<file path="src/rtl/supv_pkg.sv">
package supv_pkg;
   typedef enum logic [1:0] {
      SUP_DOWN    = 2'd0,
      SUP_STRETCH = 2'd1,
      SUP_RUN     = 2'd2
   } sup_state_e;
endpackage

</file>
<file path="src/rtl/supv_sync.sv">
module supv_sync #(
   parameter int   STAGES  = 2,
   parameter logic RST_VAL = 1'b0
) (
   input  logic clk,
   input  logic rst_n,
   input  logic d,
   output logic q
);
   if (STAGES < 2) begin : g_bad_stages
      $error("supv_sync: STAGES must be at least 2");
   end

   logic [STAGES-1:0] chain;

   for (genvar i = 0; i < STAGES; i++) begin : g_stage
      if (i == 0) begin : g_first
         always_ff @(posedge clk or negedge rst_n) begin
            if (!rst_n) chain[0] <= RST_VAL;
            else        chain[0] <= d;
         end
      end else begin : g_next
         always_ff @(posedge clk or negedge rst_n) begin
            if (!rst_n) chain[i] <= RST_VAL;
            else        chain[i] <= chain[i-1];
         end
      end
   end

   assign q = chain[STAGES-1];
endmodule

</file>
<file path="src/rtl/supv_wdog.sv">
module supv_wdog #(
   parameter int TIMEOUT_CYC = 320_000_000
) (
   input  logic clk,
   input  logic rst_n,
   input  logic wd_s,
   input  logic float_s,
   input  logic armed,
   output logic expire
);
   localparam int CW = (TIMEOUT_CYC > 2) ? $clog2(TIMEOUT_CYC) : 1;
   localparam logic [CW-1:0] LAST = CW'(TIMEOUT_CYC - 1);

   if (TIMEOUT_CYC < 2) begin : g_bad_timeout
      $error("supv_wdog: TIMEOUT_CYC must be at least 2");
   end

   logic          wd_prev;
   logic          edge_seen;
   logic [CW-1:0] cnt;

   always_ff @(posedge clk or negedge rst_n) begin
      if (!rst_n) wd_prev <= 1'b0;
      else        wd_prev <= wd_s;
   end

   assign edge_seen = wd_s ^ wd_prev;

   always_ff @(posedge clk or negedge rst_n) begin
      if (!rst_n)                            cnt <= '0;
      else if (!armed || float_s || edge_seen) cnt <= '0;
      else if (cnt != LAST)                  cnt <= cnt + 1'b1;
   end

   assign expire = armed && !float_s && !edge_seen && (cnt == LAST);

   // either edge restarts the count
   p_edge_clears_r3: assert property (@(posedge clk) disable iff (!rst_n)
      edge_seen |=> (cnt == '0));
   // count held cleared while reset is asserted
   p_idle_clear_r5: assert property (@(posedge clk) disable iff (!rst_n)
      !armed |=> (cnt == '0));
   // floating line never expires
   p_float_quiet_r6: assert property (@(posedge clk) disable iff (!rst_n)
      float_s |-> !expire);
endmodule

</file>
<file path="src/rtl/supv_seq.sv">
module supv_seq
   import supv_pkg::*;
#(
   parameter int PULSE_CYC = 40_000_000
) (
   input  logic clk,
   input  logic rst_n,
   input  logic supply_s,
   input  logic expire,
   output logic armed,
   output logic rst_act
);
   localparam int HW = (PULSE_CYC > 2) ? $clog2(PULSE_CYC) : 1;
   localparam logic [HW-1:0] HLAST = HW'(PULSE_CYC - 1);

   if (PULSE_CYC < 2) begin : g_bad_pulse
      $error("supv_seq: PULSE_CYC must be at least 2");
   end

   sup_state_e    state;
   logic [HW-1:0] hcnt;

   always_ff @(posedge clk or negedge rst_n) begin
      if (!rst_n) begin
         state <= SUP_DOWN;
         hcnt  <= '0;
      end else if (!supply_s) begin
         state <= SUP_DOWN;
         hcnt  <= '0;
      end else begin
         unique case (state)
            SUP_DOWN: begin
               state <= SUP_STRETCH;
               hcnt  <= '0;
            end
            SUP_STRETCH: begin
               if (hcnt == HLAST) state <= SUP_RUN;
               else               hcnt  <= hcnt + 1'b1;
            end
            SUP_RUN: begin
               if (expire) begin
                  state <= SUP_STRETCH;
                  hcnt  <= '0;
               end
            end
            default: begin
               state <= SUP_DOWN;
               hcnt  <= '0;
            end
         endcase
      end
   end

   assign armed   = (state == SUP_RUN);
   assign rst_act = !armed;

   // a low supply forces reset on the next cycle
   p_supply_low_r1: assert property (@(posedge clk) disable iff (!rst_n)
      !supply_s |=> rst_act);
   // no early release during the stretch
   p_stretch_hold_r2: assert property (@(posedge clk) disable iff (!rst_n)
      (state == SUP_STRETCH && hcnt != HLAST) |=> rst_act);
   // an expiry with the supply good starts a fresh stretch
   p_expire_stretch_r4: assert property (@(posedge clk) disable iff (!rst_n)
      (expire && supply_s) |=> (state == SUP_STRETCH && hcnt == '0));
endmodule

</file>
<file path="src/rtl/supv_rst_ctrl.sv">
module supv_rst_ctrl #(
   parameter int TIMEOUT_CYC = 320_000_000,
   parameter int PULSE_CYC   = 40_000_000,
   parameter int SYNC_STAGES = 2
) (
   input  logic clk,
   input  logic rst_n,
   input  logic supply_ok,
   input  logic wd_in,
   input  logic wd_float,
   output logic rst_out_n,
   output logic rst_out
);
   logic supply_s, wd_s, float_s;
   logic armed, rst_act, expire;

   supv_sync #(.STAGES(SYNC_STAGES), .RST_VAL(1'b0)) u_sync_sup (
      .clk(clk), .rst_n(rst_n), .d(supply_ok), .q(supply_s));
   supv_sync #(.STAGES(SYNC_STAGES), .RST_VAL(1'b0)) u_sync_wd (
      .clk(clk), .rst_n(rst_n), .d(wd_in), .q(wd_s));
   supv_sync #(.STAGES(SYNC_STAGES), .RST_VAL(1'b1)) u_sync_flt (
      .clk(clk), .rst_n(rst_n), .d(wd_float), .q(float_s));

   supv_wdog #(.TIMEOUT_CYC(TIMEOUT_CYC)) u_wdog (
      .clk(clk), .rst_n(rst_n), .wd_s(wd_s), .float_s(float_s),
      .armed(armed), .expire(expire));

   supv_seq #(.PULSE_CYC(PULSE_CYC)) u_seq (
      .clk(clk), .rst_n(rst_n), .supply_s(supply_s), .expire(expire),
      .armed(armed), .rst_act(rst_act));

   assign rst_out   = rst_act;
   assign rst_out_n = ~rst_act;

   // the two reset pins stay complementary
   p_polarity_r7: assert property (@(posedge clk) disable iff (!rst_n)
      rst_out_n != rst_out);
endmodule

</file>
<file path="config.mk">
export PLATFORM = sky130hd
export DESIGN_NAME = supv_rst_ctrl
export DESIGN_NICKNAME = d
export VERILOG_FILES = /design/src/rtl/supv_pkg.sv /design/src/rtl/supv_sync.sv /design/src/rtl/supv_wdog.sv /design/src/rtl/supv_seq.sv /design/src/rtl/supv_rst_ctrl.sv
export SDC_FILE = /design/constraint.sdc
export NUM_CORES = 1
export LEC_CHECK = 0
export ABC_AREA = 0
export BUFFER_PORTS_ARGS = -buffer_cell sky130_fd_sc_hd__buf_4
export CORE_ASPECT_RATIO = 0.5
export CORE_MARGIN = 3
export CORE_UTILIZATION = 55
export DETAILED_ROUTE_END_ITERATION = 7
export PLACE_DENSITY_LB_ADDON = 0.1
export SETUP_SLACK_MARGIN = 0.15
export SYNTH_ARGS = -nofsm -noshare
export SYNTH_HDL_FRONTEND = slang
export SYNTH_SLANG_ARGS = --single-unit
</file>
<file path="constraint.sdc">
create_clock -name clk -period 2.7 [get_ports clk]
set_input_delay 0.405 -clock clk [delete_from_list [all_inputs] [get_ports clk]]
set_output_delay 0.405 -clock clk [all_outputs]
set_load 0.03 [all_outputs]
</file>
# Word level (Yosys, flattened, before mapping)
# Index checks and enable logic that the tools add are counted.
# totals
reg_bits,64
in_bits,5
output_inout_bits,2
word_cells,43
# op_classes
addsub,2
n_eq_ne,8
n_mux,10
bitwise_logic,1
reduce_logical,12
# op_table
op,count
2-to-1 mux 26 bit,3
2-to-1 mux 29 bit,2
one-hot mux 26 bit (2 select lines),1
"adder 29 x 1 -> 29 bit, second input constant",1
"== test 29 bit, second input constant",1
"inequality test 29 bit, second input constant",1
"adder 26 x 1 -> 26 bit, second input constant",1
"== test 26 bit, second input constant",1
2-to-1 mux 2 bit,3
"inequality test 3 bit, second input constant",2
one-hot mux 2 bit (3 select lines),1
AND reduction 2 bit,2
logical AND 1 bit,3
logical NOT 1 bit,3
"inequality test 3 x 2 -> 1 bit, second input constant",1
"== test 2 x 1 -> 1 bit, second input constant",1
"== test 2 bit, second input constant",1
logical NOT 2 bit,1
logical OR 1 bit,2
nonzero test 2 bit,1
XOR 1 bit,1

# Longest topological paths before layout
# logic_depth
ltp_word,7
depth_mapped,8
ltp_nobuf,6

# Hierarchy
# Synthesis repeated with hierarchy kept, for this count alone.
# unflattened
hier_cells,360
area_unflattened_um2,3490.8
# by_module_without_submodules
module,n_inst,cells_per_inst,area_each_um2,seq_area_each_um2
supv_seq,1,185,1735.4,700.7
supv_wdog,1,168,1599.0,750.7
supv_sync at u_sync_sup ...,2,2,50.0,50.0
supv_sync at u_sync_flt,1,2,52.6,52.6
supv_rst_ctrl,1,1,3.8,0.0

# Least setup slack after synthesis
# Ideal clock, no wire load.
# synth_path
kind,flip-flop to flip-flop
startpoint,register u_seq.state[0]
endpoint,register u_seq.hcnt[11]
setup_time_ns,0.124
arrival_time_ns,2.077
required_ns,2.576
setup_slack_ns,0.499
path_stages_with_launch,8
n_path_buf,1
synth_period_minus_slack_ns,2.201
path_cell_list,dfrtp_1 and2b_1 inv_2 nor3_2 nand4_2 and2_1 buf_6 a211o_1
# synth_between
elab_chain_len,6
word_cells_on_any_way,10
classes_between,eq/ne: 4; mux: 2; reduce/logical: 4
# synth_lines
element,line,rtl
"start, declared",supv_seq.sv:20,sup_state_e state;
"start signal, assigned",supv_seq.sv:25,state <= SUP_DOWN;
"start signal, assigned",supv_seq.sv:28,state <= SUP_DOWN;
"start signal, assigned",supv_seq.sv:33,state <= SUP_STRETCH;
== test 2 bit *,supv_seq.sv:54,assign armed = (state == SUP_RUN);
via rst_out_n,supv_rst_ctrl.sv:11,"output logic rst_out_n,"
logical AND 1 bit (3 in series),supv_wdog.sv:35,assign expire = armed && !float_s && !edge_seen && (cnt == LAST);
inequality test 3 bit (no source line),-,
AND reduction 2 bit (no source line),-,
"end signal, assigned",supv_seq.sv:38,else hcnt <= hcnt + 1'b1;
"end, declared",supv_seq.sv:21,logic [HW-1:0] hcnt;
# Mark *: on every way through the listed nets, which the timed path passes. The rest lies on a longest branch.
# A chain may end at the register's enable or synchronous reset.

# Worst setup path after layout
# layout_path
startpoint,register u_seq.hcnt[4]
endpoint,register u_seq.hcnt[23]
# layout_between
elab_chain_len,4
word_cells_on_any_way,7
classes_between,add/sub: 1; eq/ne: 2; mux: 3; reduce/logical: 1
# layout_lines
element,line,rtl
adder 26 x 1 -> 26 bit,supv_seq.sv:38,
2-to-1 mux 26 bit,supv_seq.sv:37,if (hcnt == HLAST) state <= SUP_RUN;
one-hot mux 26 bit (2 select lines),supv_seq.sv:31,unique case (state)
2-to-1 mux 26 bit,supv_seq.sv:27,end else if (!supply_s) begin
# Parallel ways exist; a longest one is shown, timed or not. The select of a mux whose other input is x is not followed.

==> results.md <==
* Pwr Density at 643 nW/µm²
* Global route total overflow at 0
* WL/cell at 16.9 µm
* Setup bufs post-CTS at 0
* Post-synthesis net count at 369
* RSZ-0062 raised after global routing: no
* Mapped Area at around 3500 µm²
* Rows at 19
* P_leak at 1.75 nW
* N_diodes at 0
* Initial antenna violation count at 0
* Max_cap viols at 0
* Crit-path max FO at 7
* Number of fill cells at approximately 430
* Largest net degree at the start of global routing at 65
* Yosys top cell by area: dfrtp_1
* Reg-to-Reg Start: u_seq.hcnt[4]
* Final hold vios at 0
* Pre-CTS WS at 0.568 ns
* GRT Total Usage at 22.4%
* Slew HR at between 40% and 50%
* H-tree depth at 3
* Worst Reg2Reg Path Length in Cells at 5
* Layout cells sized above 1 at 12.7%
* Fin crit share at 81.1%
* Seq cells post-synth at 64
* Post-DP HPWL at 5070 µm
* Clock Tree Root: clkbuf_16
* TritonRoute pass-1 iters at 5
* Seq/Total Area, Yosys at 46.2%
* WP data arrival at 2.41 ns
* Fmax achieved at 457 MHz
* Min Tclk post-route at 2.19 ns
* Final core utilization at 68.4%
* Die area at 7350 µm²
* Final ANT Viol Nets at 0
* Wirelength, routed at 7670 µm
* CP Capture Type: register
* Nets@finish at 373
* Drt drc at 0
* Synth Instances at roughly 360
* Reg2Reg Capture Point: u_seq.hcnt[23]
* Most used DFF post-synth: dfrtp_1
* Distinct cells, synth at 49
* First-pass GRT wire length at 13400 µm
* Crit-path cells: nand4_2 > nor4_2 > nand2_1 > o211a_1 > a211o_1
* Hold_ws at 0.155 ns
* Asr flop ratio synth at 100%
* Synth top area share at 44.7%
* Cts repair resizes at 0
* CTS Sinks at between 60 and 70
* CTS tree: built
* Vias at a little under 3000
* Number of flops mapped to enable cells by yosys at 0
* Peak supply drop at just over 0.5 mV
* Port-buffer cells at 6
* Setup Skew at about 0.0064 ns
* Setup crit start: u_seq.hcnt[4]
* Post-CTS Hold Buffers at 0
* Final setup TNS at 0 ns
* Final WS setup at 0.509 ns
* FF-to-FF setup slack at ~0.51 ns
* Vias in the first global route at ~2800
* Most frequent cells in the layout: dfrtp_1, nand2_1, nor2_1
* Kind of critical path: register to register
* Slowest-stage cell, CP: nor4_2
* Crit path largest cell delay at around 0.63 ns
* Register area at 1600 µm²
* Maximum clock path buffer count at 2
* Global placer's final weighted congestion at 0.816
* Clock transition at path regs at 0.06 ns
* Cts bufs inserted at 9
* Worst Path Required at 2.92 ns
* Initial DRC count at 363
* Synth area leaders: dfrtp_1, nand2_1, nand3_1
* Max Slew Vio Count at 0
* Outcome: completed
* Synth Area per Inst at between 9 and 10 µm²
* HP Class: input pin to asynchronous set/reset pin
* Kind of start point of the critical path: register
* I/O pin cnt at 7
* Vias/cell at 6.48
* Synth-to-Final Area Change at 13.9%
* Synthesis Warnings at 0
* Die W at 118 µm
* Most common cell after layout, fill and taps aside: dfrtp_1
* Final setup fails at 0
* Initial Util at between 60% and 70%
* Slew @ Worst Pin at between 0.8 and 0.9 ns
* Core area at 5780 µm²
* Area of the multi-input gates at between 1500 and 2000 µm²
* Clock Latency Late Sink at 0.34 ns
* Die Span Y at 62.2 µm
==> cell usage after synthesis (2+ instances only) <==
cell type and number:
a211o_1 7, a21o_1 2, a21oi_1 19, a22o_1 2, a31oi_1 12, a41oi_1 4, and2_1 3, and3_1 9
and4_1 4, buf_2 4, buf_4 2, buf_6 2, clkbuf_1 9, dfrtp_1 62, dfstp_2 2, ha_1 3
inv_1 7, nand2_1 35, nand3_1 24, nand4_1 13, nand4_2 2, nor2_1 27, nor3_1 5, nor4_1 7
nor4_4 4, nor4b_1 3, o211a_1 6, o211ai_1 9, o21ai_0 17, o31ai_1 2, or2_2 4, or3_1 9
or3_2 2, or4_1 12, xor2_1 13
==> kinds of logic (layout without fill, tap and decap cells) <==
logic type / after synthesis / after routing / share of synthesized area, %
AO/OA/AOI/OAI: 84 / 84 / 16.2
XOR/XNOR: 13 / 13 / 3.28
adder cells (fa/ha/maj): 3 / 3 / 1.08
buffers and inverters: 26 / 35 / 3.64
flip-flops: 64 / 64 / 46.2
multiplexers: 2 / 2 / 0.613
AND/OR/NAND/NOR: 169 / 169 / 28.9
==> report_power, final <==
group	leakage [nW]	switching [W]	internal [W]	total, W
Combinational	0.691	0.0000347	0.0000110	0.0000456
Sequential	0.873	0.00000531	0.000969	0.000974
Clock	0.186	0.000429	0.00109	0.00152
Total	1.75	0.000469	0.00207	0.00254
==> flip-flops by register name, summed over array words and instances (netlist names) <==
name / cells
u_sync_wd.q: 1
u_sync_sup.chain: 1
u_sync_flt.q: 1
u_wdog.wd_prev: 1
u_wdog.cnt: 29
u_seq.state: 2
u_seq.hcnt: 26
u_sync_wd.chain: 1
u_sync_flt.chain: 1
u_sync_sup.q: 1
==> final cells by class <==
| cell class | count | share of cell area, % |
|---|---|---|
| inverter | 8 | 0.760 |
| clock inverter | 7 | 4.21 |
| tap | 84 | 2.66 |
| multi-input combinational | 271 | 44.0 |
| timing repair buffer | 11 | 2.09 |
| sequential | 64 | 40.6 |
| clock buffer | 9 | 5.70 |
==> through the flow <==
stage,cells,area [µm²],total power [W]
global route,454,3950,0.00263
floorplan,361,3470,0.00101
CTS,454,3950,0.00256
finish,454,3950,0.00254
global placement,438,3560,0.00104
detailed placement,438,3560,0.00104
==> layer usage <==
metal  GRT usage, %  wire [µm]  vias up
met4           7.45         67        0
met2           34.5       3640       80
li1               -          -     1377
met5              0          0        -
met1           29.6       3550     1476
met3           7.71        407       10
==> worst max path at each step <==
stage	end	slack, ns	cells past startpoint
2_1_floorplan	u_seq.hcnt[11]	0.50	7
3_3_place_gp	u_seq.hcnt[0]	0.63	5
3_5_place_dp	u_seq.hcnt[3]	0.57	5
4_1_cts	u_seq.hcnt[3]	0.56	5
5_1_grt	u_seq.hcnt[17]	0.39	5
6_report	u_seq.hcnt[23]	0.51	5
==> worst max-delay path: cells and delay by family (launching register included) <==
family | cells | cell delay (ns)
AND/OR/NAND/NOR | 3 | 1.09
flip-flops | 1 | 0.46
AO/OA/AOI/OAI | 2 | 0.53
Power figures use the tool's default switching activity.
